===== src/rtl/slotagg_pkg.sv =====
package slotagg_pkg;
    localparam int unsigned REG_AW = 2;

    typedef enum logic [REG_AW-1:0] {
        RA_MASK = 2'd0,
        RA_PEND = 2'd1,
        RA_FLAG = 2'd2,
        RA_RSVD = 2'd3
    } reg_addr_e;
endpackage


===== src/rtl/slotagg_sync.sv =====
module slotagg_sync #(
    parameter int W      = 7,
    parameter int STAGES = 2
) (
    input  logic         clk,
    input  logic         rst_n,
    input  logic [W-1:0] din,
    output logic [W-1:0] dout
);
    logic [W-1:0] stage_d [STAGES];
    logic [W-1:0] stage_q [STAGES];

    always_comb begin
        stage_d[0] = din;
        for (int i = 1; i < STAGES; i++) begin
            stage_d[i] = stage_q[i-1];
        end
    end

    // Idle level of an active-low request is high.
    always_ff @(posedge clk or negedge rst_n) begin
        if (!rst_n) begin
            for (int i = 0; i < STAGES; i++) stage_q[i] <= '1;
        end else begin
            for (int i = 0; i < STAGES; i++) stage_q[i] <= stage_d[i];
        end
    end

    assign dout = stage_q[STAGES-1];
endmodule


===== src/rtl/slotagg_prio.sv =====
module slotagg_prio #(
    parameter int W  = 7,
    parameter int IW = 3
) (
    input  logic [W-1:0]  req_i,
    output logic [IW-1:0] idx_o,
    output logic          valid_o
);
    // Ascending scan: the last hit is the highest bit.
    always_comb begin
        idx_o   = '0;
        valid_o = 1'b0;
        for (int i = 0; i < W; i++) begin
            if (req_i[i]) begin
                idx_o   = IW'(i);
                valid_o = 1'b1;
            end
        end
    end
endmodule


===== src/rtl/slot_irq_agg.sv =====
module slot_irq_agg
    import slotagg_pkg::*;
#(
    parameter int NUM_SLOTS   = 7,
    parameter int DATA_W      = 8,
    parameter int SYNC_STAGES = 2
) (
    input  logic                         clk,
    input  logic                         rst_n,
    input  logic [NUM_SLOTS-1:0]         slot_req_n,
    input  logic                         wr_en,
    input  logic [REG_AW-1:0]            wr_addr,
    input  logic [DATA_W-1:0]            wr_data,
    input  logic [REG_AW-1:0]            rd_addr,
    output logic [DATA_W-1:0]            rd_data,
    output logic                         slot_irq,
    output logic                         slot_line_n,
    output logic [$clog2(NUM_SLOTS)-1:0] top_idx,
    output logic                         top_valid
);
    localparam int IDX_W   = $clog2(NUM_SLOTS);
    localparam int CTL_BIT = DATA_W - 1;

    typedef struct packed {
        logic [NUM_SLOTS-1:0] mask;
        logic                 line_prev;
        logic                 flag;
        logic                 rearm;
    } state_t;

    state_t st_d, st_q;

    logic [NUM_SLOTS-1:0] req_sync_n;
    logic [NUM_SLOTS-1:0] pend;
    logic                 pend_any;
    logic                 line_now;
    logic                 fall;
    logic                 mask_wr;
    logic                 flag_clr;
    logic [NUM_SLOTS-1:0] wr_bits;

    slotagg_sync #(.W(NUM_SLOTS), .STAGES(SYNC_STAGES)) u_sync (
        .clk   (clk),
        .rst_n (rst_n),
        .din   (slot_req_n),
        .dout  (req_sync_n)
    );

    slotagg_prio #(.W(NUM_SLOTS), .IW(IDX_W)) u_prio (
        .req_i   (pend),
        .idx_o   (top_idx),
        .valid_o (top_valid)
    );

    always_comb begin
        pend     = ~req_sync_n & st_q.mask;
        pend_any = |pend;
        line_now = ~pend_any;
        fall     = st_q.line_prev & ~line_now;
        wr_bits  = wr_data[NUM_SLOTS-1:0];
        mask_wr  = wr_en && (wr_addr == RA_MASK);
        flag_clr = wr_en && (wr_addr == RA_FLAG) && wr_data[0];

        st_d           = st_q;
        st_d.line_prev = line_now;
        if (mask_wr) begin
            if (wr_data[CTL_BIT]) st_d.mask = st_q.mask | wr_bits;
            else                  st_d.mask = st_q.mask & ~wr_bits;
        end
        // A new edge or a pending re-arm wins over a clear.
        st_d.flag  = fall | st_q.rearm | (st_q.flag & ~flag_clr);
        st_d.rearm = flag_clr & pend_any;
    end

    always_ff @(posedge clk or negedge rst_n) begin
        if (!rst_n) begin
            st_q.mask      <= '0;
            st_q.line_prev <= 1'b1;
            st_q.flag      <= 1'b0;
            st_q.rearm     <= 1'b0;
        end else begin
            st_q <= st_d;
        end
    end

    always_comb begin
        rd_data = '0;
        case (rd_addr)
            RA_MASK: rd_data[NUM_SLOTS-1:0] = st_q.mask;
            RA_PEND: rd_data[NUM_SLOTS-1:0] = pend;
            RA_FLAG: rd_data[0]             = st_q.flag;
            default: rd_data                = '0;
        endcase
    end

    assign slot_irq    = st_q.flag;
    assign slot_line_n = line_now;

    assert_mask_set_R2: assert property (@(posedge clk) disable iff (!rst_n)
        (mask_wr && wr_data[CTL_BIT]) |=>
        ((st_q.mask & $past(wr_bits)) == $past(wr_bits)));

    assert_mask_clr_R3: assert property (@(posedge clk) disable iff (!rst_n)
        (mask_wr && !wr_data[CTL_BIT]) |=> ((st_q.mask & $past(wr_bits)) == '0));

    assert_edge_sets_flag_R6: assert property (@(posedge clk) disable iff (!rst_n)
        fall |=> slot_irq);

    assert_clear_idle_R7: assert property (@(posedge clk) disable iff (!rst_n)
        (flag_clr && !fall && !st_q.rearm) |=> !slot_irq);

    assert_rearm_R8: assert property (@(posedge clk) disable iff (!rst_n)
        (flag_clr && pend_any) |=> ##1 slot_irq);

    assert_top_pending_R9: assert property (@(posedge clk) disable iff (!rst_n)
        top_valid |-> pend[top_idx]);
endmodule


===== config.mk =====
export PLATFORM = sky130hd
export DESIGN_NAME = slot_irq_agg
export DESIGN_NICKNAME = d
export VERILOG_FILES = /design/src/rtl/slotagg_pkg.sv /design/src/rtl/slotagg_sync.sv /design/src/rtl/slotagg_prio.sv /design/src/rtl/slot_irq_agg.sv
export SDC_FILE = /design/constraint.sdc
export NUM_CORES = 1
export LEC_CHECK = 0
export BUFFER_PORTS_ARGS = -buffer_cell sky130_fd_sc_hd__buf_2
export CAP_MARGIN = 20
export CORE_MARGIN = 3
export CORE_UTILIZATION = 36
export CTS_CLUSTER_DIAMETER = 150
export DETAILED_ROUTE_END_ITERATION = 6
export GPL_TIMING_DRIVEN = 0
export PLACE_DENSITY_LB_ADDON = 0.25
export SYNTH_ARGS = -nofsm -noshare
export SYNTH_HDL_FRONTEND = slang
export SYNTH_SLANG_ARGS = --single-unit

===== constraint.sdc =====
create_clock -name clk -period 2 [get_ports clk]
set_input_delay 0.2 -clock clk [delete_from_list [all_inputs] [get_ports clk]]
set_output_delay 0.2 -clock clk [all_outputs]
set_load 0.02 [all_outputs]

==> results.cfg, run 1 <==
[detailed_routing]
drt-wirelength-per-cell_um = 12.5
vias = 742
dr_wl_met3_um = 110
wl_met1_um = 752
drcViolationCount = 0
wirelength_um = 1900
via_per_inst = 4.88
drt_iter0_markers = 11
drt_first_pass_iters = 4
top_layer_used = met4
antenna_left = 0
dr_wl_met2_um = 1020

[final_layout]
num_antenna_cells = 0
layoutNonFillerInstCount = 152
postLayoutCoreUtil = 0.512
drive_gt1_frac = 0.533
finalNetCount = 145
fill_cells = 245
area_growth_pct = 32.4

[global_routing]
grt_usage = 0.131
grt_pass1_wl_um = 3340
grt_overflow = 0
grt_pass1_vias = 770
grt_max_degree = 25
grt_antenna_before_repair = 0

[placed_design]
post-dp-hpwl_um = 1440
portBuffers = 33
place.gp.congestion = 0.725
dp_cells = 140

[job]
drv_cap = 0

[yosys]
yosys_warnings = 0
ys_seq_area_frac = 0.629
yosysMostFrequentCell = dfstp_2
synth_top_area_frac = 0.400
synth_area_leaders = dfstp_2 (40%), dfrtp_1 (23%), a211oi_1 (4.6%), a31o_2 (4.4%), inv_1 (3.4%)
ys.flop_type = dfstp_2
synth_nets = 99
synthArstFlopShare = 1.00
yosysTopAreaCell = dfstp_2
synth_edf_count = 0
syn-cell-area_um2 = 985
synth.top_cells.by_count = dfstp_2 (15), dfrtp_1 (9), inv_1 (9), a211oi_1 (6), a21oi_1 (6)
yosysUniqueCellTypes = 27
synth.avg_cell_area_um2 = 12.8
synth-seq-cells = 24
synth_cells = 77

[setup_path]
timing.reg2reg.setup_slack_ns = 0.54
crit_type = reg -> out
path_cells = nand2b_1 -> and3_4 -> nand4_4 -> inv_1 -> buf_2
slowest_stage = dfstp_2
slowest_delay_ns = 0.54
cp-start-kind = register
path_max_fanout = 3
r2r_start = u_sync.dout[6]
worstPathArrival_ns = 1.59
r2r-end = slot_irq
reg2reg_depth = 4
required_ns = 1.80
worstSetupEndpointType = output port

[worst_hold_path]
hold_start = wr_data[3]
hold_depth = 2
hp-class = in -> reg

[floorplanning]
ios = 36
design.die.area_um2 = 3400
dieWidth_um = 58.3
initial_utilization = 0.387
num_rows = 18
core_area_um2 = 2540
die_h_um = 58.3

[cts]
cts-resized-gates = 0
clk_pin_slew_ns = 0.12
cts_max_level = 1
clock-root-buffer = clkbuf_4
cts_tree = built
cts_buffers = 3
post_cts_buffers = 0
clock_latency_ns = 0.31
clock_sinks = 24
cts_max_path_buffers = 2

[timing]
holdWs_ns = 0.131
fin_worst_skew_ns = 0.00541
period_needed_ns = 1.79
slew_viol_final = 0
setup_tns_ns = 0
fmax_mhz = 558
finalSetupViolCount = 0
worstMarginPinSlew_ns = 0.506
fin_crit_sh = 0.896
rsz0062_at_grt = no
relSlewSlack = 0.662
hold_violations = 0

[pwr]
powerDensity_nw_per_um2 = 866
leakagePower_uw = 0.000611
peakVddDrop_mv = 0.514

[run_status]
status = completed
-- cell type report --
type / instances / area, um^2 / share of cell area
multi-input combinational: 41 / 315 / 0.242
tap: 30 / 37.5 / 0.0288
sequential: 24 / 619 / 0.475
inverter: 9 / 33.8 / 0.0259
timing repair buffer: 41 / 245 / 0.188
buffer: 3 / 16.3 / 0.0125
clock buffer: 4 / 36.3 / 0.0278
-- cell usage in the layout, fill, tap and decap left out, drive strengths merged, types with 5 or more instances in the layout --
cell and instances:
nand2b 5, dfstp 15, a211oi 6, a31o 6
buf 35, inv 9, a21oi 7, dfrtp 9
clkbuf 5, dlygate4sd3 8
-- repair_timing --
item	CTS	global route
endpoints found under the setup margin	0	0
hold endpoints to repair	16	0
hold buffers	8	0
-- per-stage QoR --
| stage | power, uW | setup WS [ns] | area [um^2] |
|---|---|---|---|
| 2_1_floorplan | 782 | 0.538 | 985 |
| 3_3_place_gp | 877 | 0.562 | 1190 |
| 3_5_place_dp | 884 | 0.542 | 1190 |
| 4_1_cts | 1150 | 0.183 | 1300 |
| 5_1_grt | 1210 | 0.0808 | 1300 |
| 6_report | 1130 | 0.208 | 1300 |
-- report_power, final --
| part | internal (uW) | total (uW) | switching (uW) |
|---|---|---|---|
| sequential | 553 | 583 | 30.0 |
| clock | 111 | 247 | 135 |
| combinational | 131 | 299 | 168 |
-- metal layers --
metal,vias to the layer above,track usage
met1,356,0.142
met2,24,0.236
met4,0,0.0596
met5,-,0
met3,2,0.0329
li1,360,-
-- cells by family (layout without fill, tap and decap cells) --
family                 after synthesis  after routing  synth area share
other                                1              1           0.00381
and+or+nand+nor                     14             14             0.113
DFF                                 24             24             0.629
muxes                                2              2            0.0216
buffers and inverters               12             57            0.0508
AOI/OAI and AO/OA                   24             24             0.182
-- worst max path at each step --
stage | slack (ns) | to | start | cells after the start
4_1_cts | 0.18 | slot_line_n | u_sync.dout[6] | 5
5_1_grt | 0.08 | slot_line_n | u_sync.dout[6] | 5
3_3_place_gp | 0.56 | slot_irq | u_sync.dout[6] | 4
2_1_floorplan | 0.54 | top_idx[0] | u_sync.dout[2] | 4
3_5_place_dp | 0.54 | slot_irq | u_sync.dout[6] | 4
6_report | 0.21 | slot_line_n | u_sync.dout[6] | 5
-- worst max-delay path, delay by kind of cell, from the launching register on --
kind / cells / cell delay [ns]
and+or+nand+nor: 3 / 0.48
buffers and inverters: 2 / 0.27
DFF: 1 / 0.54
(Power assumes the default switching activity.)
==> run 2, diff against run 1 <==
- ABC_AREA: unset -> 1
- CORE_UTILIZATION: 36 -> 40
- GPL_ROUTABILITY_DRIVEN: unset -> 0
==> results.cfg, run 2 <==
[yosys]
synth_top_area_frac = 0.401
synth_area_leaders = dfstp_2 (40%), dfrtp_1 (23%), nand2_1 (15%), inv_1 (4.6%), o21ai_1 (3.6%)
yosysMostFrequentCell = nand2_1
yosys_warnings = 0
synth-seq-cells = 24
synth.avg_cell_area_um2 = 9.19
synthArstFlopShare = 1.00
synth_cells = 107
synth.top_cells.by_count = nand2_1 (38), dfstp_2 (15), inv_1 (12), dfrtp_1 (9), nor2_1 (9)
yosysTopAreaCell = dfstp_2
synth_nets = 129
ys.flop_type = dfstp_2
syn-cell-area_um2 = 983
synth_edf_count = 0
yosysUniqueCellTypes = 19
ys_seq_area_frac = 0.630

[floorplanning]
design.die.area_um2 = 3090
ios = 36
die_h_um = 55.6
dieWidth_um = 55.6
core_area_um2 = 2280
initial_utilization = 0.432
num_rows = 17

[detailed_routing]
via_per_inst = 4.39
drcViolationCount = 0
antenna_left = 0
drt_iter0_markers = 20
drt_first_pass_iters = 4
wirelength_um = 1960
vias = 785
drt-wirelength-per-cell_um = 11.0

[pwr]
powerDensity_nw_per_um2 = 848
leakagePower_uw = 0.000677
peakVddDrop_mv = 0.589

[timing]
slew_viol_final = 0
period_needed_ns = 1.66
fin_worst_skew_ns = 0.000949
rsz0062_at_grt = no
hold_violations = 0
finalSetupViolCount = 0
fin_crit_sh = 0.828
fmax_mhz = 604
setup_tns_ns = 0

[final_layout]
fill_cells = 216
num_antenna_cells = 0
finalNetCount = 174
final_common_cell = nand2_1
finalInstanceArea_um2 = 1290
layout_common_cells = nand2_1 (38), buf_2 (33), dfstp_2 (15), inv_1 (12)
multiInputGateArea_um2 = 299
area_growth_pct = 31.7
regArea_um2 = 619
drive_gt1_frac = 0.391

[setup_path]
required_ns = 1.80
cp-start-kind = register
path_max_fanout = 3
crit_type = reg -> out
worstPathArrival_ns = 1.46
worstSetupEndpointType = output port

[cts]
clock_latency_ns = 0.31
cts_max_level = 1
cts-resized-gates = 0
cts_max_path_buffers = 2
clock-root-buffer = clkbuf_4
cts_buffers = 3
clk_pin_slew_ns = 0.12
clock_sinks = 24
cts_tree = built

[placed_design]
placed_cell_area_um2 = 1180
post-dp-hpwl_um = 1460
portBuffers = 32

[job]
drv_cap = 0

[global_routing]
grt_usage = 0.137
grt_max_degree = 25
grt_pass1_vias = 806
grt_overflow = 0
grt_antenna_before_repair = 0
grt_pass1_wl_um = 3350

[worst_hold_path]
hp-class = in -> reg

[run_status]
status = completed
==> run 2: cell count changes after synthesis, sizes merged, moves of 5 or more <==
cell / before / now
nor2: 1 / 11
o21ai: 1 / 8
a31o: 6 / 1
nand2b: 5 / 0
nand2: 3 / 39
==> run 2: layout make-up <==
cell class,count,area share
Clock buffer,4,0.0280
Inverter,13,0.0377
Tap cell,28,0.0271
Sequential cell,24,0.478
Timing Repair Buffer,40,0.186
Multi-Input combinational cell,67,0.231
Buffer,3,0.0126
==> run 2: metrics by stage <==
stage               hold WS, ns  power (uW)  cells  utilization  setup slack, ns
CTS                       0.127        1110    179        0.569            0.319
global placement          0.191         845    167        0.518            0.677
finish                    0.134        1100    179        0.569            0.344
floorplan               -0.0956         755    107            -            0.725
global route              0.119        1170    179        0.569            0.212
detailed placement        0.201         852    167        0.518            0.682
==> run 2: metal layers <==
layer | track usage | up-vias | wire [um] | share of wire
met5 | 0 | - | 0 | 0
met3 | 0.0209 | 2 | 132 | 0.067
li1 | - | 411 | - | -
met2 | 0.236 | 29 | 989 | 0.50
met4 | 0.0625 | 0 | 13 | 0.0066
met1 | 0.166 | 343 | 828 | 0.42
==> run 2: critical path, stage by stage, from the launching register on <==
cell and delay [ns]:
dfstp_2 0.55, inv_1 0.03, nand2_1 0.09, nand2_1 0.07
nor2_2 0.10, nand2_2 0.08, inv_2 0.07, buf_2 0.15
==> run 2: kinds of logic after synthesis <==
family	share of synthesized area
and+or+nand+nor	0.220
buffers and inverters	0.0661
DFF	0.630
AOI/OAI and AO/OA	0.0801
other	0.00381
==> run 2: worst paths after layout <==
| check | cells past startpoint | slack (ns) | from | endpoint |
|---|---|---|---|---|
| max | 7 | 0.34 | u_sync.dout[4] | slot_line_n |
| min | 3 | 0.13 | wr_data[6] | register |
| max reg2reg | 7 | 0.87 | u_sync.dout[4] | slot_irq |
| min reg2reg | 0 | 0.36 | u_sync.stage_d[4] | u_sync.dout[4] |
| max in group asynchronous | 2 | 1.27 | rst_n | u_sync.stage_d[1] |
| min in group asynchronous | 2 | 0.37 | rst_n | async pin |
==> run 2: power breakdown <==
group,internal (uW),switching [uW]
sequential,551,29.6
combinational,104,167
clock,111,136
total,766,332
==> run 2: what timing repair did <==
action                                 CTS  global route
endpoints found under the hold margin   16             0
setup buffers                            0             0
hold buffers                             8             0
==> run 3, diff against run 2 <==
- clock period: 2 -> 1.7 ns (I/O delays scaled with it)
==> results.cfg, run 3 (synthesis gave the netlist of run 2 again) <==
[floorplanning]
core_area_um2 = 2280
initial_utilization = 0.432
ios = 36
dieWidth_um = 55.6
die_h_um = 55.6
design.die.area_um2 = 3090
num_rows = 17

[timing]
fin_crit_sh = 0.953
period_needed_ns = 1.62
finalSetupViolCount = 0
hold_violations = 0
slew_viol_final = 0
finalWorstSetupSlack_ns = 0.0801
fin_worst_skew_ns = 0.00570
holdWs_ns = 0.102
setup_tns_ns = 0
fmax_mhz = 617

[setup_path]
slowest_delay_ns = 0.55
cp-start-kind = register
r2r_start = u_sync.dout[4]
slowest_stage = dfstp_2
crit_type = reg -> out
worstPathArrival_ns = 1.45
critPathLaunch = u_sync.dout[2]
cpMostUsedCell = nand2_1
required_ns = 1.53
worstSetupEndpointType = output port
cp_num_buf_inv = 2
path_max_fanout = 2
path_cells = inv_1 -> nand2_1 -> nand2_1 -> nand2_1 -> nand2_1 -> a21oi_1 -> buf_4
cpLargestDelayFamily = flip-flops

[pwr]
powerDensity_nw_per_um2 = 1000
leakagePower_uw = 0.000679
peakVddDrop_mv = 0.694

[detailed_routing]
antenna_left = 0
vias = 798
drt-wirelength-per-cell_um = 11.2
via_per_inst = 4.46
drcViolationCount = 0
drt_iter0_markers = 21
drt_first_pass_iters = 4
wirelength_um = 2010

[final_layout]
layout_common_cells = nand2_1 (35), buf_2 (31), dfstp_2 (15), inv_1 (12)
finalInstanceArea_um2 = 1310
finalNetCount = 174
area_growth_pct = 33.3
final_common_cell = nand2_1
num_antenna_cells = 0
drive_gt1_frac = 0.411
fill_cells = 218
layoutNonFillerInstCount = 179

[cts]
clock-root-buffer = clkbuf_4
cts_max_path_buffers = 2
cts_tree = built
clock_sinks = 24
clock_latency_ns = 0.31
cts_buffers = 3
cts_max_level = 1
clk_pin_slew_ns = 0.13
post_cts_buffers = 0

[global_routing]
grt_antenna_before_repair = 0
grt_max_degree = 25
grt_usage = 0.137
grt_use_met3 = 0.0209
grt_busiest_layer = met2
grt_overflow = 0
grt_pass1_vias = 806
met1_usage = 0.166
grt_pass1_wl_um = 3350
grtUsageMet2 = 0.236

[job]
drv_cap = 0

[placed_design]
post-dp-hpwl_um = 1460
dpl_worst_slack_ns = 0.412
portBuffers = 32
dp_cells = 167
placed_cell_area_um2 = 1180

[run_status]
status = completed

[worst_hold_path]
hold_start = wr_data[2]
hp-class = in -> reg
## run 3: changes by cell type in the layout (fill, tap and decap cells not counted)
cell     change
buf_2        -2
buf_4        +1
buf_6        +1
nand2_1      -3
nand2_2      +3
## run 3: layer usage
metal | routed length (um) | part of all wire
met1 | 852 | 0.42
met4 | 13 | 0.0065
met2 | 1030 | 0.52
met5 | 0 | 0
met3 | 106 | 0.053
## run 3: what timing repair did
item                                    4_1_cts  5_1_grt
hold buffers                                  8        0
resized for setup                             0        6
endpoints found under the setup margin        0        2
hold endpoints to repair                     16        0
## run 3: tightest hold or removal path, cell delays in order
cell and delay (ns):
buf_2 0.10, nand2_1 0.07, o21ai_1 0.05
## run 3: stage by stage
| step | utilization | total power, uW |
|---|---|---|
| finish | 0.576 | 1320 |
| global placement | 0.518 | 994 |
| detailed placement | 0.518 | 1000 |
| global route | 0.576 | 1390 |
| floorplan | - | 889 |
| CTS | 0.569 | 1310 |
## run 3: report_power, final
part	internal (uW)	leakage, uW	switching, uW
Sequential	649	0.000269	36.1
Combinational	135	0.000389	203
Clock	131	0.0000210	164
## run 3: area by class of cell
class                   instances  area, um^2  area share
inverters                      13        48.8      0.0372
repair buffers                 40         249       0.190
well taps                      28        35.0      0.0267
plain buffers                   3        16.3      0.0124
flip-flops and latches         24         619       0.472
clock buffers                   4        36.3      0.0277
multi-input cells              67         307       0.234
## run 3: worst paths after layout
path | cells past startpoint | slack [ns] | endpoint
max | 7 | 0.08 | top_idx[0]
min | 3 | 0.10 | register
max reg2reg | 7 | 0.55 | st_q[0]
min reg2reg | 0 | 0.36 | u_sync.dout[4]
max in group asynchronous | 2 | 0.99 | st_q[2]
min in group asynchronous | 2 | 0.34 | async pin
